--- config.mk ---
export PLATFORM = sky130hd
export DESIGN_NAME = mul_array_top
export DESIGN_NICKNAME = d
export VERILOG_FILES = /design/src/rtl/mul_pkg.sv /design/src/rtl/mul_pp_gen.sv /design/src/rtl/mul_row_adder.sv /design/src/rtl/mul_out_stage.sv /design/src/rtl/mul_array_top.sv
export SDC_FILE = /design/constraint.sdc
export NUM_CORES = 1
export LEC_CHECK = 0
export ABC_AREA = 0
export BUFFER_PORTS_ARGS = -buffer_cell sky130_fd_sc_hd__buf_2
export CAP_MARGIN = 30
export CORE_ASPECT_RATIO = 1.5
export CORE_MARGIN = 3
export CORE_UTILIZATION = 50
export CTS_BUF_LIST = sky130_fd_sc_hd__clkbuf_4 sky130_fd_sc_hd__clkbuf_8
export DETAILED_ROUTE_END_ITERATION = 16
export PLACE_DENSITY_LB_ADDON = 0.15
export SLEW_MARGIN = 20
export SYNTH_ARGS = -nofsm -noshare
export SYNTH_HDL_FRONTEND = slang
export SYNTH_SLANG_ARGS = --single-unit
--- constraint.sdc ---
create_clock -name clk -period 5.01 [get_ports clk]
set_input_delay 0.501 -clock clk [delete_from_list [all_inputs] [get_ports clk]]
set_output_delay 0.501 -clock clk [all_outputs]
set_load 0.005 [all_outputs]
--- src/rtl/mul_pkg.sv ---
package mul_pkg;

  typedef enum logic {
    MODE_UNSIGNED = 1'b0,
    MODE_SIGNED   = 1'b1
  } mul_mode_e;

  // Positions of the two correction ones used by the signed array,
  // relative to the operand width.
  function automatic int low_const_col(input int w);
    return w;
  endfunction

  function automatic int high_const_col(input int w);
    return 2 * w - 1;
  endfunction

endpackage

--- src/rtl/mul_pp_gen.sv ---
module mul_pp_gen #(
  parameter int WIDTH = 8,
  localparam int PW   = 2 * WIDTH
) (
  input  logic                       sgn,
  input  logic [WIDTH-1:0]           a,
  input  logic [WIDTH-1:0]           b,
  output logic [WIDTH-1:0][PW-1:0]   rows
);

  for (genvar i = 0; i < WIDTH; i++) begin : g_row
    logic [WIDTH-1:0] raw;
    logic [WIDTH-1:0] flip;
    logic [WIDTH-1:0] bits;

    assign raw = b & {WIDTH{a[i]}};

    if (i == WIDTH - 1) begin : g_neg_row
      // top row carries a negative weight: lower bits inverted
      assign flip = {1'b0, {(WIDTH-1){1'b1}}};
    end else begin : g_pos_row
      // ordinary row: only its top bit inverted
      assign flip = {1'b1, {(WIDTH-1){1'b0}}};
    end

    assign bits    = raw ^ (flip & {WIDTH{sgn}});
    assign rows[i] = PW'({{WIDTH{1'b0}}, bits} << i);


    pp_gate_chk: assert final ((a[i] == 1'b1) ? (raw == b) : (raw == '0));
  end

endmodule

--- src/rtl/mul_row_adder.sv ---
module mul_row_adder #(
  parameter int WIDTH = 8,
  localparam int PW   = 2 * WIDTH
) (
  input  logic                     sgn,
  input  logic [WIDTH-1:0][PW-1:0] rows,
  output logic [PW-1:0]            sum
);

  import mul_pkg::*;

  localparam logic [PW-1:0] CORR =
    (PW'(1) << low_const_col(WIDTH)) | (PW'(1) << high_const_col(WIDTH));

  logic [WIDTH:0][PW-1:0] acc;

  assign acc[0] = sgn ? CORR : '0;

  for (genvar i = 0; i < WIDTH; i++) begin : g_stage
    assign acc[i+1] = acc[i] + rows[i];
  end

  assign sum = acc[WIDTH];

endmodule

--- src/rtl/mul_out_stage.sv ---
module mul_out_stage #(
  parameter int DW = 16
) (
  input  logic          clk,
  input  logic          rst_n,
  input  logic          en,
  input  logic [DW-1:0] d,
  output logic [DW-1:0] q,
  output logic          vld
);

  logic [DW-1:0] q_nxt;
  logic          vld_nxt;

  always_comb begin
    q_nxt   = q;
    vld_nxt = en;
    if (en) begin
      q_nxt = d;
    end
  end

  always_ff @(posedge clk or negedge rst_n) begin
    if (!rst_n) begin
      q   <= '0;
      vld <= 1'b0;
    end else begin
      q   <= q_nxt;
      vld <= vld_nxt;
    end
  end


  load_chk: assert property (@(posedge clk) disable iff (!rst_n)
    en |=> (vld && q == $past(d)));


  hold_chk: assert property (@(posedge clk) disable iff (!rst_n)
    !en |=> (!vld && $stable(q)));


  always @(posedge clk) begin
    if (!rst_n) begin
      reset_clear_chk: assert (q == '0 && vld == 1'b0);
    end
  end

endmodule

--- src/rtl/mul_array_top.sv ---
module mul_array_top #(
  parameter int WIDTH   = 8,
  parameter bit REG_OUT = 1'b1,
  localparam int PW     = 2 * WIDTH
) (
  input  logic             clk,
  input  logic             rst_n,
  input  logic             signed_mode,
  input  logic             in_vld,
  input  logic [WIDTH-1:0] opnd_a,
  input  logic [WIDTH-1:0] opnd_b,
  output logic [PW-1:0]    prod_now,
  output logic [PW-1:0]    prod_q,
  output logic             out_vld
);

  import mul_pkg::*;

  mul_mode_e               mode;
  logic                    sgn;
  logic [WIDTH-1:0][PW-1:0] rows;

  assign mode = mul_mode_e'(signed_mode);
  assign sgn  = (mode == MODE_SIGNED);

  mul_pp_gen #(.WIDTH(WIDTH)) u_pp (
    .sgn  (sgn),
    .a    (opnd_a),
    .b    (opnd_b),
    .rows (rows)
  );

  mul_row_adder #(.WIDTH(WIDTH)) u_sum (
    .sgn  (sgn),
    .rows (rows),
    .sum  (prod_now)
  );

  if (REG_OUT) begin : g_reg
    mul_out_stage #(.DW(PW)) u_reg (
      .clk   (clk),
      .rst_n (rst_n),
      .en    (in_vld),
      .d     (prod_now),
      .q     (prod_q),
      .vld   (out_vld)
    );
  end else begin : g_bypass
    assign prod_q  = prod_now;
    assign out_vld = in_vld;
  end

  // Behavioural references for the array checks.
  logic [PW-1:0] ref_u;
  logic [PW-1:0] ref_s;
  assign ref_u = PW'(opnd_a) * PW'(opnd_b);
  assign ref_s = PW'($signed({{WIDTH{opnd_a[WIDTH-1]}}, opnd_a}) *
                     $signed({{WIDTH{opnd_b[WIDTH-1]}}, opnd_b}));


  uns_prod_chk: assert final (sgn || prod_now == ref_u);


  sgn_prod_chk: assert final (!sgn || prod_now == ref_s);


  zero_prod_chk: assert final ((opnd_a != '0 && opnd_b != '0) || prod_now == '0);

endmodule

Word-level counts from Yosys, hierarchy flattened

Index checks and enable logic that the tools add are counted.

Register bits after elaboration: 17
Bits of input ports: 20
Output and inout port bits: 33
Logic and storage cells: 27

$add $sub $neg: 8
Mux-type cells: 1
Bitwise gates (word level): 16

Operators with widths:

| cell                                      | count |
|---|---|
| 8-bit bitwise AND                         | 8 |
| 8-bit XOR                                 | 7 |
| 16-bit by 10-bit adder with 16-bit output | 1 |
| 16-bit by 11-bit adder with 16-bit output | 1 |
| 16-bit by 12-bit adder with 16-bit output | 1 |
| 16-bit by 13-bit adder with 16-bit output | 1 |
| 16-bit by 14-bit adder with 16-bit output | 1 |
| 16-bit by 15-bit adder with 16-bit output | 1 |
| 16-bit by 8-bit adder with 16-bit output  | 1 |
| 16-bit by 9-bit adder with 16-bit output  | 1 |
| 16-bit 2-to-1 mux                         | 1 |
| 8-bit by 7-bit XOR with 8-bit output      | 1 |

Logic depth before layout (Yosys ltp)

Depth after elaboration: 10
Gate-level depth with buffers: 16
Gate-level depth less buffers: 15

Hierarchy

Synthesis repeated with hierarchy kept, for this count alone.

Cells, all modules: 551
Area total of the unflattened synthesis: 4977.3 µm²

Modules (own cells, without submodules):

| module        | times used | cells each | area an instance (µm²) | sequential area each (µm²) |
|---|---|---|---|---|
| mul_row_adder | 1          | 370        | 3294.4                 | 0.0 |
| mul_pp_gen    | 1          | 146        | 1008.5                 | 0.0 |
| mul_out_stage | 1          | 35         | 674.4                  | 425.4 |

Least setup slack after synthesis

Ideal clock, no wire load.

Path type: input to output
Start point: input port opnd_a[7]
End point: output port prod_now[15]
Arrival: 4.298 ns
Required time: 4.509 ns
Slack: 0.211 ns
Cell stages on the path: 15
Buffers on the path: 1
Cell sequence: clkbuf_1 > nand2_1 > xnor2_1 > fa_1 > inv_1 > fa_1 > fa_1 > inv_1 > fa_1 > inv_1 > ha_1 > and3_4 > a221oi_2 > o221ai_2 > xnor2_1

Longest elaborated chain between the ends: 3

RTL lines:

| element                                   | RTL line            | RTL |
|---|---|---|
| from (decl)                               | mul_array_top.sv:10 | `input logic [WIDTH-1:0] opnd_a,` |
| 8-bit bitwise AND                         | mul_pp_gen.sv:16    | `assign raw = b & {WIDTH{a[i]}};` |
| 8-bit by 7-bit XOR with 8-bit output      | mul_pp_gen.sv:26    | `assign bits = raw ^ (flip & {WIDTH{sgn}});` |
| 16-bit by 15-bit adder with 16-bit output | mul_row_adder.sv:20 | `assign acc[i+1] = acc[i] + rows[i];` |
| to (decl)                                 | mul_array_top.sv:12 | `output logic [PW-1:0] prod_now,` |

No other way between the ends.

Final worst setup path

Start point: input port opnd_b[1]
End point: output port prod_now[15]

Longest elaborated chain between the ends: 10
Elaborated cells on any way between the ends: 24
Those cells by class: add/sub (8); bitwise (16)

RTL lines:

| element                                       | RTL line            | RTL |
|---|---|---|
| from (decl)                                   | mul_array_top.sv:11 | `input logic [WIDTH-1:0] opnd_b,` |
| 8-bit bitwise AND                             | mul_pp_gen.sv:16    |  |
| 8-bit XOR                                     | mul_pp_gen.sv:26    |  |
| 16-bit by 8-bit adder with 16-bit output      | mul_row_adder.sv:20 |  |
| 16-bit by 9-bit adder with 16-bit output      | mul_row_adder.sv:20 |  |
| 16-bit by 10-bit adder with 16-bit output     | mul_row_adder.sv:20 |  |
| 16-bit by 11-bit adder with 16-bit output     | mul_row_adder.sv:20 |  |
| 16-bit by 12-bit adder with 16-bit output     | mul_row_adder.sv:20 |  |
| 16-bit by 13-bit adder with 16-bit output     | mul_row_adder.sv:20 |  |
| 16-bit by 14-bit adder with 16-bit output     | mul_row_adder.sv:20 |  |
| 16-bit by 15-bit adder with 16-bit output (*) | mul_row_adder.sv:20 |  |

Mark *: on every way between the ends. The rest lies on a longest branch, timed or not.

==> summary.md <==
| Metric | Value |
|---|---|
| Iter 0 DRT Violations | 19 |
| Switching Power | 750 uW |
| Tot Pwr | 1740 uW |
| Final ANT Viol Nets | 0 |
| Commonest cells in the netlist | fa_1 (38), and2_1 (37), ha_1 (32), inv_1 (32), nand2_1 (29) |
| GRT Max-Usage Layer | met2 |
| Layout cell share with drive strength beyond 1 | 0.317 |
| Leading area contributor after synthesis | fa_1 |
| Number of enable flip-flop cells after synthesis | 0 |
| WL per Instance | 14.5 microns |
| HP Class | in2async |
| Max Root-Sink Buffers | 2 |
| Detailed placer's ending HPWL | 4.71 mm |
| Die width | 65.4 microns |
| P_leak | 0.00169 uW |
| Final Hold Fails | 0 |
| Syn nets | 343 |
| Maximum Capacitance Violations | 0 |
| Crit path launch | opnd_b[1] |
| Initial antenna violation count | 0 |
| Core area | 4960 sq um |
| Clk slew on worst S/H paths | 60 ps |
| Post-route cell area | 3250 sq um |
| CTS tree | built |
| Comb pwr share | 0.811 |
| Skew final | 0 ps |
| Count leader, synth | fa_1 |
| WS Path Type | in2out |
| Largest net degree at the start of global routing | 18 |
| Slew of the pin with the lowest slew margin | 378 ps |
| Ys async rst share | 1.00 |
| Most frequently used flop master after synthesis | dfrtp_1 |
| Fin Hold WS | 160 ps |
| Pre-antenna DRT Iters | 4 |
| PwrDens | 537 nW/um^2 |
| Worst setup EP type | primary output |
| P&R area growth vs syn | 22.8% |
| Flop2flop setup slack | 4260 ps |
| FF-to-FF End | g_reg.u_reg.q[15] |
| Final core occ | 0.654 |
| I/O Buffers | 52 |
| Residual DRC count | 0 |
| CTS Buf Count | 3 |
| Critical Path RT | 4510 ps |
| CTS Root Cell | clkbuf_8 |
| Drt total wl | 5.64 mm |
| CP Data Arrival Time | 4330 ps |
| Clock share of power | 0.060 |
| Num ports | 53 |
| Overflow after GRT | 0 |
| Sw frac | 0.430 |
| Rel. slew slack | 0.748 |
| Synth Register Bits | 17 |
| Tcrit/Tclk final | 0.964 |
| Synth area leaders | fa_1 (29%), dfrtp_1 (16%), ha_1 (15%) |
| Share of the synthesized area in the top cell type | 0.288 |
| M1 GR Usage | 0.204 |
| Unrepaired setup endpoints after global routing | false |
| Fin. max-slew vios | 0 |
| Critical path startpoint category | input pin |
| FP Rows | 31 |
| P_int | 993 uW |
| Initial core utilization | 0.533 |
| Worst-Skew Late Latency | 250 ps |
| Routed vias | 2,022 |
| Maximum VDD drop | 0.000354 V |
| Worst Reg-to-Reg Cells | 1 |
| Syn_area_per_cell | 10.5 sq um |
| # diodes | 0 |
| Synth Cell Area | 2650 sq um |
| Nets | 413 |
| CTS HTree Levels | 1 |
| Worst Setup EP | prod_now[15] |
| Unique masters post-synth | 26 |
| RePlAce Congestion | 0.856 |
| FMAX | 207 MHz |
| Worst reg2reg path startpoint | g_reg.u_reg.q[15] |
| First-pass GRT wire length | 9.61 mm |
| Register area share after synthesis | 0.161 |
| Reg power frac | 0.129 |
| Final Non-Filler Cells | 388 |
| Crit path max fanout | 6 |
| Post-route minimum period | 4830 ps |
| Syn Inst Count | 253 |
| Die H | 95.1 microns |
| Vias in the first global route | 2,210 |
| Placed Instances | 377 |
| Routing usage on met3 | 0.0259 |
| Status | completed |
| Final Setup Violations | 0 |
| Die area | 6220 sq um |
| Clock Sinks | 17 |
| Area after DPL | 3050 sq um |
| YS warnings | 0 |
| Gr usage total | 0.196 |
| Vias/cell | 5.21 |
| GRT met2 Usage | 0.401 |
## worst max-delay path, stage by stage
cell,delay (ps)
clkbuf_4,140
nand2_2,60
xnor2_2,140
fa_1,540
inv_1,60
fa_1,480
fa_1,500
inv_1,60
fa_1,530
inv_1,40
ha_1,300
and3_4,180
a221oi_4,300
o221ai_2,170
xnor2_2,180
buf_2,140
## stage by stage
step	worst slack (ps)	setup TNS [ps]
6_report	179	0
5_1_grt	2.86	0
4_1_cts	2.77	0
3_5_place_dp	-110	-238
3_3_place_gp	-51.8	-84.4
2_1_floorplan	211	0
## worst min-delay path by stage
stage | startpoint | slack, ps | end
after floorplan | rst_n | 210 | g_reg.u_reg.q[0]
final | rst_n | 160 | g_reg.u_reg.q[5]
after detailed placement | rst_n | 430 | g_reg.u_reg.q[5]
after CTS | rst_n | 160 | g_reg.u_reg.q[10]
after global placement | rst_n | 440 | g_reg.u_reg.q[5]
after global routing | rst_n | 180 | g_reg.u_reg.q[5]
## cell usage in the layout, fill, tap and decap left out, types with 2 or more instances in the layout
| master | instances |
|---|---|
| nand2_2 | 2 |
| inv_1 | 32 |
| ha_1 | 31 |
| a21o_1 | 5 |
| a211oi_1 | 2 |
| buf_4 | 17 |
| xnor2_2 | 2 |
| a21oi_1 | 3 |
| and2_1 | 37 |
| clkbuf_4 | 3 |
| nand2_1 | 27 |
| xor2_1 | 3 |
| buf_2 | 48 |
| xnor2_1 | 20 |
| clkbuf_8 | 3 |
| dfrtp_1 | 17 |
| mux2_2 | 15 |
| fa_1 | 37 |
## registers in the layout, indices dropped and copies added, names as in the netlist
signal and count:
g_reg.u_reg.q 16, g_reg.u_reg.vld 1
## kinds of logic after synthesis
| group | after synthesis | share of synthesized area |
|---|---|---|
| fa+ha+maj | 70 | 0.439 |
| mux | 16 | 0.0695 |
| flops | 17 | 0.161 |
| buf+inv | 37 | 0.0535 |
| simple gates | 68 | 0.135 |
| compound gates | 19 | 0.0558 |
| xor+xnor | 26 | 0.0861 |
## timing repair
action                     4_1_cts  5_1_grt
pin swaps                        4       12
gates resized for setup          5       15
setup endpoints to repair        4        5
setup buffers                    0        7
hold buffers                     0        0
## cell type report
cell class / instances / area [sq um]
multi-input cells: 199 / 2150
fillers: 435 / 1720
flip-flops and latches: 17 / 425
repair buffers: 69 / 414
inverters: 33 / 126
well taps: 66 / 82.6
clock buffers: 4 / 48.8
## per-layer routing
layer | wire length [microns] | vias to the layer above | share of wire
met1 | 1970 | 1028 | 0.35
met3 | 141 | 11 | 0.025
met2 | 3440 | 39 | 0.61
li1 | - | 944 | -
met4 | 99 | 0 | 0.018
met5 | 0 | - | 0
## power by group through the flow
stage	registers [uW]	logic, uW	clock network, uW
2_1_floorplan	234	853	0
3_3_place_gp	225	1350	0
3_5_place_dp	228	1360	0
4_1_cts	226	1400	109
5_1_grt	232	1610	114
6_report	225	1410	104
Power figures use the tool's default switching activity.
